$ cat src/rtl/pll_search_pkg.sv
package pll_search_pkg;
  localparam int N_LO  = 1;
  localparam int N_HI  = 6;
  localparam int M1_LO = 8;
  localparam int M1_HI = 18;
  localparam int M2_LO = 3;
  localparam int M2_HI = 7;
  localparam int P1_LO = 1;
  localparam int P1_HI = 8;
  localparam int M_LO  = 70;
  localparam int M_HI  = 120;
  localparam int DOT_LO = 20000;
  localparam int DOT_HI = 400000;

  localparam int DAC_P_LO    = 5;
  localparam int DAC_P_HI    = 80;
  localparam int DAC_LIM     = 200000;
  localparam int DAC_P2_SLOW = 10;
  localparam int DAC_P2_FAST = 5;
  localparam int LV_P_LO     = 7;
  localparam int LV_P_HI     = 98;
  localparam int LV_LIM      = 112000;
  localparam int LV_P2_SLOW  = 14;
  localparam int LV_P2_FAST  = 7;

  localparam int N_W  = 4;
  localparam int M1_W = 5;
  localparam int M2_W = 3;
  localparam int P1_W = 4;
  localparam int P2_W = 4;
  localparam int P_W  = 7;

  localparam int CAND_COUNT = (N_HI - N_LO + 1) * (M1_HI - M1_LO + 1) *
                              (M2_HI - M2_LO + 1) * (P1_HI - P1_LO + 1);

  typedef struct packed {
    logic [N_W-1:0]  n;
    logic [M1_W-1:0] m1;
    logic [M2_W-1:0] m2;
    logic [P1_W-1:0] p1;
  } cand_t;

  typedef enum logic [2:0] {S_IDLE, S_SCAN, S_PREP, S_DIV, S_FIN} srch_st_t;
endpackage

$ cat src/rtl/pll_cand_iter.sv
module pll_cand_iter
  import pll_search_pkg::*;
(
  input  logic  clk,
  input  logic  rst_n,
  input  logic  clear,
  input  logic  step,
  output cand_t cand,
  output logic  last
);
  localparam cand_t FIRST = '{n: N_W'(N_LO), m1: M1_W'(M1_LO),
                              m2: M2_W'(M2_LO), p1: P1_W'(P1_LO)};

  logic p1_top, m2_top, m1_top, n_top;

  assign p1_top = (cand.p1 == P1_W'(P1_HI));
  assign m2_top = (cand.m2 == M2_W'(M2_HI));
  assign m1_top = (cand.m1 == M1_W'(M1_HI));
  assign n_top  = (cand.n  == N_W'(N_HI));
  assign last   = p1_top & m2_top & m1_top & n_top;

  // p1 is the fastest digit, n the slowest
  always_ff @(posedge clk or negedge rst_n) begin
    if (!rst_n) begin
      cand <= FIRST;
    end else if (clear) begin
      cand <= FIRST;
    end else if (step) begin
      if (!p1_top) begin
        cand.p1 <= cand.p1 + 1'b1;
      end else begin
        cand.p1 <= P1_W'(P1_LO);
        if (!m2_top) begin
          cand.m2 <= cand.m2 + 1'b1;
        end else begin
          cand.m2 <= M2_W'(M2_LO);
          if (!m1_top) begin
            cand.m1 <= cand.m1 + 1'b1;
          end else begin
            cand.m1 <= M1_W'(M1_LO);
            cand.n  <= n_top ? N_W'(N_LO) : cand.n + 1'b1;
          end
        end
      end
    end
  end
endmodule

$ cat src/rtl/pll_cand_eval.sv
module pll_cand_eval
  import pll_search_pkg::*;
#(
  parameter int REF_KHZ     = 96000,
  parameter int VCO_MIN_KHZ = 1400000,
  parameter int VCO_MAX_KHZ = 2800000,
  parameter int TGT_W       = 20,
  parameter int NUM_W       = 24,
  parameter int DEN_W       = 10,
  parameter int ERR_W       = 31
) (
  input  cand_t             cand,
  input  logic [P2_W-1:0]   p2,
  input  logic [P_W-1:0]    p_lo,
  input  logic [P_W-1:0]    p_hi,
  input  logic [TGT_W-1:0]  target,
  output logic              legal,
  output logic [NUM_W-1:0]  num,
  output logic [DEN_W-1:0]  den,
  output logic [ERR_W-1:0]  err
);
  localparam int CW = 48;

  logic [CW-1:0] nd, m, p, a, d, td;
  logic m_ok, p_ok, vco_ok, dot_ok;

  // Ranges on the truncated quotients are tested by cross-multiplying:
  // floor(a/x) >= L  <=>  a >= L*x,  floor(a/x) <= H  <=>  a < (H+1)*x
  always_comb begin
    nd = CW'(cand.n) + CW'(2);
    m  = CW'(5) * (CW'(cand.m1) + CW'(2)) + CW'(cand.m2) + CW'(2);
    p  = CW'(cand.p1) * CW'(p2);
    a  = CW'(REF_KHZ) * m;
    d  = nd * p;
    td = CW'(target) * d;
    m_ok   = (m >= CW'(M_LO)) && (m <= CW'(M_HI));
    p_ok   = (p >= CW'(p_lo)) && (p <= CW'(p_hi));
    vco_ok = (a >= CW'(VCO_MIN_KHZ) * nd) && (a < (CW'(VCO_MAX_KHZ) + CW'(1)) * nd);
    dot_ok = (a >= CW'(DOT_LO) * d) && (a < (CW'(DOT_HI) + CW'(1)) * d);
    legal  = m_ok && p_ok && vco_ok && dot_ok;
    num    = NUM_W'(a);
    den    = DEN_W'(d);
    err    = ERR_W'((a > td) ? (a - td) : (td - a));
  end
endmodule

$ cat src/rtl/pll_quot_seq.sv
module pll_quot_seq #(
  parameter int DVD_W = 24,
  parameter int DVS_W = 10
) (
  input  logic             clk,
  input  logic             rst_n,
  input  logic             go,
  input  logic [DVD_W-1:0] dividend,
  input  logic [DVS_W-1:0] divisor,
  output logic [DVD_W-1:0] quot,
  output logic             q_valid
);
  localparam int CNT_W = $clog2(DVD_W + 1);

  logic [DVS_W-1:0] rem;
  logic [CNT_W-1:0] cnt;
  logic             run;
  logic [DVS_W:0]   shifted;
  logic             ge;

  assign shifted = {rem, quot[DVD_W-1]};
  assign ge      = (shifted >= {1'b0, divisor});

  // restoring division, one quotient bit per cycle
  always_ff @(posedge clk or negedge rst_n) begin
    if (!rst_n) begin
      rem     <= '0;
      quot    <= '0;
      cnt     <= '0;
      run     <= 1'b0;
      q_valid <= 1'b0;
    end else begin
      q_valid <= 1'b0;
      if (go) begin
        rem  <= '0;
        quot <= dividend;
        cnt  <= CNT_W'(DVD_W);
        run  <= 1'b1;
      end else if (run) begin
        rem  <= ge ? DVS_W'(shifted - {1'b0, divisor}) : shifted[DVS_W-1:0];
        quot <= {quot[DVD_W-2:0], ge};
        cnt  <= cnt - 1'b1;
        if (cnt == CNT_W'(1)) begin
          run     <= 1'b0;
          q_valid <= 1'b1;
        end
      end
    end
  end
endmodule

$ cat src/rtl/pll_div_search.sv
module pll_div_search
  import pll_search_pkg::*;
#(
  parameter int TGT_W       = 20,
  parameter int DOT_W       = 20,
  parameter int REF_KHZ     = 96000,
  parameter int VCO_MIN_KHZ = 1400000,
  parameter int VCO_MAX_KHZ = 2800000
) (
  input  logic             clk,
  input  logic             rst_n,
  input  logic             start,
  input  logic             lvds_mode,
  input  logic [TGT_W-1:0] target_khz,
  output logic             busy,
  output logic             done,
  output logic             found,
  output logic [3:0]       n_div,
  output logic [4:0]       m1_div,
  output logic [2:0]       m2_div,
  output logic [3:0]       p1_div,
  output logic [3:0]       p2_div,
  output logic             dual_chan,
  output logic [DOT_W-1:0] dot_khz,
  output logic [23:0]      fp_word,
  output logic [31:0]      post_word
);
  localparam int NUM_W = $clog2(REF_KHZ * M_HI + 1);
  localparam int DEN_W = $clog2((N_HI + 2) * P1_HI * LV_P2_SLOW + 1);
  localparam int ERR_W = TGT_W + DEN_W + 1;
  localparam int PW    = ERR_W + DEN_W;

  srch_st_t         st;
  logic [TGT_W-1:0] tgt_q;
  logic             lvds_q;
  logic [P2_W-1:0]  p2_q, p2_sel;
  logic [P_W-1:0]   plo_q, phi_q, plo_sel, phi_sel;
  logic             accept;

  cand_t            cur, bc;
  logic             last, legal, better, have;
  logic [NUM_W-1:0] num, b_num;
  logic [DEN_W-1:0] den, b_den;
  logic [ERR_W-1:0] err, b_err;
  logic [NUM_W-1:0] quot;
  logic             q_valid;
  logic [DOT_W-1:0] dot_q;

  assign accept = (st == S_IDLE) && start;

  // post-divider selection happens once, on the request
  always_comb begin
    if (lvds_mode) begin
      p2_sel  = (32'(target_khz) < 32'(LV_LIM)) ? P2_W'(LV_P2_SLOW) : P2_W'(LV_P2_FAST);
      plo_sel = P_W'(LV_P_LO);
      phi_sel = P_W'(LV_P_HI);
    end else begin
      p2_sel  = (32'(target_khz) < 32'(DAC_LIM)) ? P2_W'(DAC_P2_SLOW) : P2_W'(DAC_P2_FAST);
      plo_sel = P_W'(DAC_P_LO);
      phi_sel = P_W'(DAC_P_HI);
    end
  end

  pll_cand_iter u_iter (
    .clk   (clk),
    .rst_n (rst_n),
    .clear (accept),
    .step  (st == S_SCAN),
    .cand  (cur),
    .last  (last)
  );

  pll_cand_eval #(
    .REF_KHZ     (REF_KHZ),
    .VCO_MIN_KHZ (VCO_MIN_KHZ),
    .VCO_MAX_KHZ (VCO_MAX_KHZ),
    .TGT_W       (TGT_W),
    .NUM_W       (NUM_W),
    .DEN_W       (DEN_W),
    .ERR_W       (ERR_W)
  ) u_eval (
    .cand   (cur),
    .p2     (p2_q),
    .p_lo   (plo_q),
    .p_hi   (phi_q),
    .target (tgt_q),
    .legal  (legal),
    .num    (num),
    .den    (den),
    .err    (err)
  );

  // err/den < b_err/b_den compared without division; strict, so ties keep the earlier
  assign better = legal && (!have ||
                  (PW'(err) * PW'(b_den) < PW'(b_err) * PW'(den)));

  pll_quot_seq #(
    .DVD_W (NUM_W),
    .DVS_W (DEN_W)
  ) u_quot (
    .clk      (clk),
    .rst_n    (rst_n),
    .go       ((st == S_PREP) && have),
    .dividend (b_num),
    .divisor  (b_den),
    .quot     (quot),
    .q_valid  (q_valid)
  );

  always_ff @(posedge clk or negedge rst_n) begin
    if (!rst_n) begin
      st     <= S_IDLE;
      tgt_q  <= '0;
      lvds_q <= 1'b0;
      p2_q   <= '0;
      plo_q  <= '0;
      phi_q  <= '0;
      have   <= 1'b0;
      bc     <= '0;
      b_num  <= '0;
      b_den  <= '0;
      b_err  <= '0;
      dot_q  <= '0;
    end else begin
      unique case (st)
        S_IDLE: if (accept) begin
          st     <= S_SCAN;
          tgt_q  <= target_khz;
          lvds_q <= lvds_mode;
          p2_q   <= p2_sel;
          plo_q  <= plo_sel;
          phi_q  <= phi_sel;
          have   <= 1'b0;
          bc     <= '0;
          b_num  <= '0;
          b_den  <= '0;
          b_err  <= '0;
          dot_q  <= '0;
        end
        S_SCAN: begin
          if (better) begin
            have  <= 1'b1;
            bc    <= cur;
            b_num <= num;
            b_den <= den;
            b_err <= err;
          end
          if (last) st <= S_PREP;
        end
        S_PREP: st <= have ? S_DIV : S_FIN;
        S_DIV: if (q_valid) begin
          dot_q <= DOT_W'(quot);
          st    <= S_FIN;
        end
        S_FIN:   st <= S_IDLE;
        default: st <= S_IDLE;
      endcase
    end
  end

  assign busy      = (st != S_IDLE);
  assign done      = (st == S_FIN);
  assign found     = have;
  assign n_div     = bc.n;
  assign m1_div    = bc.m1;
  assign m2_div    = bc.m2;
  assign p1_div    = bc.p1;
  assign p2_div    = have ? p2_q : '0;
  assign dual_chan = have && lvds_q && (p2_q == P2_W'(LV_P2_FAST));
  assign dot_khz   = dot_q;
  assign fp_word   = {8'(bc.n), 8'(bc.m1), 8'(bc.m2)};
  assign post_word = have ? (32'd1 << (32'(bc.p1) + 32'd15)) : 32'd0;
endmodule

$ cat config.mk
export PLATFORM = sky130hd
export DESIGN_NAME = pll_div_search
export DESIGN_NICKNAME = d
export VERILOG_FILES = /design/src/rtl/pll_search_pkg.sv /design/src/rtl/pll_cand_iter.sv /design/src/rtl/pll_cand_eval.sv /design/src/rtl/pll_quot_seq.sv /design/src/rtl/pll_div_search.sv
export SDC_FILE = /design/constraint.sdc
export NUM_CORES = 2
export LEC_CHECK = 0
export BUFFER_PORTS_ARGS = -buffer_cell sky130_fd_sc_hd__buf_2
export CAP_MARGIN = 40
export CORE_MARGIN = 4
export CORE_UTILIZATION = 35
export DETAILED_ROUTE_END_ITERATION = 10
export PLACE_DENSITY = 0.53
export SYNTH_ARGS = -nofsm -noshare
export SYNTH_HDL_FRONTEND = slang
export SYNTH_SLANG_ARGS = --single-unit
$ cat constraint.sdc
create_clock -name clk -period 30.3 [get_ports clk]
set_clock_uncertainty 0.15 [all_clocks]
set_input_delay 3.03 -clock clk [delete_from_list [all_inputs] [get_ports clk]]
set_output_delay 3.03 -clock clk [all_outputs]
set_load 0.005 [all_outputs]
* Word level (Yosys, flattened, before mapping)
Cells that the tools add are included.
** Storage, ports and cells
- Memories :: 0
- ROM bits :: 0
- Input bits :: 24
- Bits in registers :: 201
- Output and inout port bits :: 100
- RAM bits :: 0
- Word-level logic and storage cells :: 162
- Bits in latches :: 0
** Operators by class
- Divide/modulo/power cells :: 0
- Multipliers :: 11
- $add $sub $neg :: 13
- Bitwise operators :: 3
- Eq/ne operators :: 14
- Order comparisons :: 13
- Shift operators :: 1
- Multiplexer cells :: 53
- Reductions and logical operators :: 30
** Operators by type and width (count)
- $ge A48 B48 Y1 :: 2
- $lt A48 B48 Y1 :: 2
- $mux W24 :: 4
- $mux W31 :: 3
- $mul A31 B10 Y41 :: 2
- $mux W16 :: 4
- $pmux W31 S2 :: 1
- $sub A31 B31 Y31 :: 2
- $mux W10 :: 5
- $add A48 B2 Y48 const B :: 1
- $add A48 B3 Y48 :: 1
- $ge A48 B7 Y1 const B :: 1
- $gt A48 B48 Y1 :: 1
- $le A48 B7 Y1 const B :: 1
- $mul A10 B48 Y43 const A :: 1
- $mul A15 B48 Y42 const A :: 1
- $mul A19 B48 Y48 const A :: 1
- $mul A20 B48 Y48 :: 1
- $mul A22 B48 Y48 const A :: 1
- $mul A3 B48 Y48 const A :: 1
- $mul A48 B8 Y48 :: 1
- $mul A9 B48 Y40 const A :: 1
- $pmux W24 S2 :: 1
- $lt A41 B41 Y1 :: 1
- 49 further kinds :: 98

* Depth between registers and ports, before layout
- Depth in word-level cells :: 13
- Mapped depth :: 96
- Gate-level depth less buffers :: 89

* Cells and area by module
A second synthesis with hierarchy kept.
** Unflattened totals
- Cells, all modules :: 6018
- Area, all modules :: 52397.8 um^2
** By module, submodules not included
- pll_div_search :: seq. area each 3303.2 um^2, cells each 2929, area an instance 25974.9 um^2, times used 1
- pll_cand_eval :: seq. area each 0.0 um^2, cells each 2720, area an instance 22866.9 um^2, times used 1
- pll_quot_seq :: seq. area each 1026.0 um^2, cells each 273, area an instance 2600.0 um^2, times used 1
- pll_cand_iter :: seq. area each 406.6 um^2, cells each 96, area an instance 955.9 um^2, times used 1

* Worst setup path before layout
OpenSTA, ideal clock, no wires.
- Path type :: reg-to-reg
- From :: reg u_iter.cand[0] (netlist name)
- To :: reg b_err[10]
- Required time :: 30022 ps
- Period minus slack after synthesis :: 21930 ps
- Path slack :: 8370 ps
- Arrival :: 21652 ps
- Stages on the path, launching flop included :: 90
- Setup time :: 128 ps
- Buffers on the path :: 6
- Cells stage by stage :: dfstp_2 > nand2_1 > fa_1 > inv_1 > fa_1 > ha_1 > a21o_1 > a21oi_1 > xnor2_1 > and2_1 > fa_1 > fa_1 > inv_1 > fa_1 > inv_1 > ha_1 > inv_1 > o21bai_1 > [... 54 more ...] > o32ai_1 > o21bai_1 > a21oi_1 > xnor2_1 > ha_1 > a21o_1 > a21oi_1 > nor2_1 > a2111oi_0 > or3_1 > o311ai_0 > nor4_1 > nand3_1 > or4_1 > nor4_1 > buf_4 > buf_4 > mux2_1
** On the way
- Cells in the longest elaborated chain, start to end :: 11
- Elaborated cells on any way between the ends :: 27
- Classes of those cells :: add/sub: 2; mul: 7; order compare: 6; eq/ne: 1; mux: 3; reduce/logical: 8
** RTL lines
- $mul A4 B4 Y8 * :: RTL line pll_cand_eval.sv:32 : p = CW'(cand.p1) * CW'(p2);
- $mul A48 B8 Y48 :: RTL line pll_cand_eval.sv:34 : d = nd * p;
- $mul A20 B48 Y48 :: RTL line pll_cand_eval.sv:35 : td = CW'(target) * d;
- $gt A48 B48 Y1 or $sub A31 B31 Y31 (tied branches) :: RTL line pll_cand_eval.sv:43 : err = ERR_W'((a > td) ? (a - td) : (td - a));
- $mux W31 :: RTL line pll_cand_eval.sv:43
- $mul A31 B10 Y41 :: RTL line pll_div_search.sv:95 : (PW'(err) * PW'(b_den) < PW'(b_err) * PW'(den)));
- $lt A41 B41 Y1 :: RTL line pll_div_search.sv:95
- $logic_or A1 B1 Y1 :: RTL line pll_div_search.sv:94 : assign better = legal && (!have ||
- $logic_and A1 B1 Y1 :: RTL line pll_div_search.sv:94
- $ne A2 B2 Y1 (no line)
- $reduce_and A3 Y1 (no line)
- end signal, assigned :: RTL line pll_div_search.sv:146 : b_err <= err;
- end, declared :: RTL line pll_div_search.sv:44 : logic [ERR_W-1:0] err, b_err;
Mark *: on every way between the ends. The rest lies on a longest branch, timed or not. The select of a mux whose other input is x is not followed.
A chain may end at the register's enable or synchronous reset.

* Worst setup path in the final report
- From :: reg u_iter.cand[0] (netlist name)
- To :: reg b_den[7]
** On the way
- Cells in the longest elaborated chain, start to end :: 11
- Elaborated cells on any way between the ends :: 27
- Classes of those cells :: add/sub: 2; mul: 7; order compare: 6; eq/ne: 1; mux: 3; reduce/logical: 8
** RTL lines
- $mul A4 B4 Y8 * :: RTL line pll_cand_eval.sv:32
- $mul A48 B8 Y48 :: RTL line pll_cand_eval.sv:34
- $mul A20 B48 Y48 :: RTL line pll_cand_eval.sv:35
- $gt A48 B48 Y1 or $sub A31 B31 Y31 (tied branches) :: RTL line pll_cand_eval.sv:43
- $mux W31 :: RTL line pll_cand_eval.sv:43
- $mul A31 B10 Y41 :: RTL line pll_div_search.sv:95
- $lt A41 B41 Y1 :: RTL line pll_div_search.sv:95
- $logic_or A1 B1 Y1 :: RTL line pll_div_search.sv:94
- $logic_and A1 B1 Y1 :: RTL line pll_div_search.sv:94
- $ne A2 B2 Y1 (no line)
- $reduce_and A3 Y1 (no line)
- end signal, assigned :: RTL line pll_div_search.sv:145 : b_den <= den;
- end, declared :: RTL line pll_div_search.sv:43 : logic [DEN_W-1:0] den, b_den;
Marks and branches as above.

==> out/summary.txt <==
most frequent cells in the layout: inv_1, ha_1, fa_1
Final ANT Viol Nets: 0
FF-to-FF path depth: 85
CTS tree: done
first-pass GRT wire length: 251,000 um
FF-to-FF End: b_den[7]$_DFFE_PN0P_
crit path max fanout: 43
Gate Count Post-Synth: 6,055
RePlAce Congestion: 0.903
largest net degree at the start of global routing: 67
kind of critical path: reg -> reg
Post-Synth Adder-Cell Area: 50.0%
slew margin rel.: 36.7%
WL/cell: 19.4 um
Worst setup EP type: register
YS warnings: 0
outcome: finished clean
Final Hold Vio Count: 0
R2R Path Start: u_iter.cand[0]$_DFFE_PN1P_
cts hold-fix bufs: 0
initial antenna violation count: 4
slowest stage delay, CP: 0.74 ns
all-layer global routing usage: 20.1%
fin worst setup slack: 4.29 ns
Clock transition at path regs: 0.09 ns
Die Ht: 399 um
Cell Area, Synth: 0.0535 mm^2
vias: 41,276
Iter 0 DRT Violations: 2,434
first drt pass iteration count: 5
setup_tns: 0 ns
hold path depth: 2
Placeable Area: 0.152 mm^2
critical path launch point type: register
post-synthesis compound-gate area fraction: 9.46%
Finished Core Util: 37.4%
r2r setup slk: 4.29 ns
Inst Count DP: 8,014
CTS Root Buffer Type: clkbuf_16
crit path DAT: 26.27 ns
WP data required: 30.56 ns
worst slew pin tran: 0.947 ns
flops & latches, synth: 181
remaining global-route overflow: 0
Initial Utilization: 35.2%
die width: 399 um
worst min-delay path category: reg -> reg
Peak Freq: 38.4 MHz
Post-CTS Repair Setup Buffers: 0
Core Rows: 143
final slew viol count: 0
boundary pin count: 124
simple-gate portion of the synthesized area: 16.7%
clk buf depth: 2
cts repair resizes: 0
asr flop ratio synth: 100%
H-tree level count: 4
Place WS: 4.39 ns
die area: 0.159 mm^2
slowest stage cell on the critical path: xnor2_1
commonest non-fill, non-tap cell in the layout: inv_1
RSZ-0062 raised after global routing: false
Synth Area in XOR/XNOR: 3.76%
hold worst-path end: u_quot.quot[17]$_DFFE_PN0P_
ys flop type: dfrtp_1
number of synthesized flops with an enable pin: 0
Num CTS Buffers: 17
Detailed Place HPWL: 126,000 um
share of the clock period used by the worst path: 85.9%
later-pin clock latency in the skew report: 0.54 ns
final wirelength: 156,000 um
Avg Synthesized Cell Area: 8.83 um^2
via-per-instance ratio: 5.13
post-synthesis mux area share: 2.37%
largest family of logic cells by synthesized area: adder cells
PortBufs: 95
final std cells w/o fill: 8,049
cell mode on critical path: fa_1
setup violators final: 0
share of layout cells above drive strength 1: 5.13%
maxcap violations: 0
Yosys cell types: 93
Seq/Total Area, Yosys: 8.48%
DRC: 0
clock sinks: 181
fin crit period: 26.01 ns
Layout Area Growth over Synthesis: 6.39%
fin nets: 7,681
Min-Delay Startpoint: b_num[17]$_DFFE_PN0P_
vias in the first global route: 43,550
## worst max-delay path, delay by kind of cell (launching register included)
kind / cells / cell delay [ns]
buffers and inverters: 13 / 2.45
and+or+nand+nor: 16 / 2.93
AOI/OAI and AO/OA: 27 / 6.57
DFF: 1 / 0.62
muxes: 2 / 0.58
xor gates and xnor gates: 4 / 1.55
adders and majority gates: 23 / 10.97
## stage by stage
stage / hold slack [ns] / area (um^2)
6_report: 0.334 / 56900
5_1_grt: 0.359 / 56900
2_1_floorplan: 0.299 / 53600
3_5_place_dp: 0.323 / 56200
3_3_place_gp: 0.318 / 56100
4_1_cts: 0.341 / 56900
## layout make-up
cell class | count | area, um^2
Tap cell | 2030 | 2540
Timing Repair Buffer | 189 | 1260
Fill cell | 15554 | 95000
Multi-Input combinational cell | 4671 | 44400
Clock buffer | 18 | 439
Clock inverter | 14 | 195
Sequential cell | 181 | 4540
Antenna cell | 1 | 2.50
Inverter | 945 | 3550
## cell usage after synthesis (all sizes together), types with 48 or more instances
master	n	area (um^2)
a21o	121	908
nand3	94	480
o21ai	154	771
clkbuf	190	714
fa	810	16200
nand4	50	313
nor2	242	908
mux2i	93	931
xor2	91	797
buf	95	621
ha	842	10500
a21oi	263	1320
xnor2	137	1210
nand2b	59	369
dfrtp	176	4400
inv	941	3530
and2	423	2650
nand2	777	2920
nor2b	48	300
nor3	48	252
## flip-flops by register name, summed over array words and instances (netlist names)
name            cells
u_quot.run          1
tgt_q              20
u_quot.rem         10
p1_div              4
n_div               4
u_quot.cnt          5
u_iter.cand        16
plo_q               2
b_den              10
found               1
m2_div              3
u_quot.q_valid      1
p2_q                4
phi_q               1
b_num              16
u_quot.quot        24
m1_div              5
st                  3
dot_khz            20
b_err              31
## metal layers
| metal | global-route usage [%] | wire length (um) |
|---|---|---|
| met5 | 0 | 0 |
| met4 | 4.74 | 3760 |
| met3 | 1.77 | 6650 |
| met2 | 34.4 | 75000 |
| met1 | 27.6 | 71000 |
## worst max path at each step
stage	startpoint	to	slack, ns	cells after the start
2_1_floorplan	u_iter.cand[0]$_DFFE_PN1P_	b_err[10]$_DFFE_PN0P_	8.37	89
3_3_place_gp	u_iter.cand[0]$_DFFE_PN1P_	b_den[6]$_DFFE_PN0P_	4.92	85
3_5_place_dp	u_iter.cand[0]$_DFFE_PN1P_	b_den[7]$_DFFE_PN0P_	4.39	85
4_1_cts	u_iter.cand[0]$_DFFE_PN1P_	b_den[7]$_DFFE_PN0P_	4.30	85
5_1_grt	u_iter.cand[0]$_DFFE_PN1P_	b_den[7]$_DFFE_PN0P_	2.90	86
6_report	u_iter.cand[0]$_DFFE_PN1P_	b_den[7]$_DFFE_PN0P_	4.29	85
## logic make-up (layout without fill, tap and decap cells)
kind of cell             Yosys count  count (layout)
AND/OR/NAND/NOR                 1848            1848
adder cells (fa/ha/maj)         1652            1652
buffers and inverters           1230            1166
AO/OA/AOI/OAI                    793             793
XOR/XNOR                         228             228
flip-flops                       181             181
multiplexers                     122             122
other                              1              29
Power is left out: the tool's default activity adds up to more than one toggle a clock period on the data nets, which glitch-free logic cannot reach.
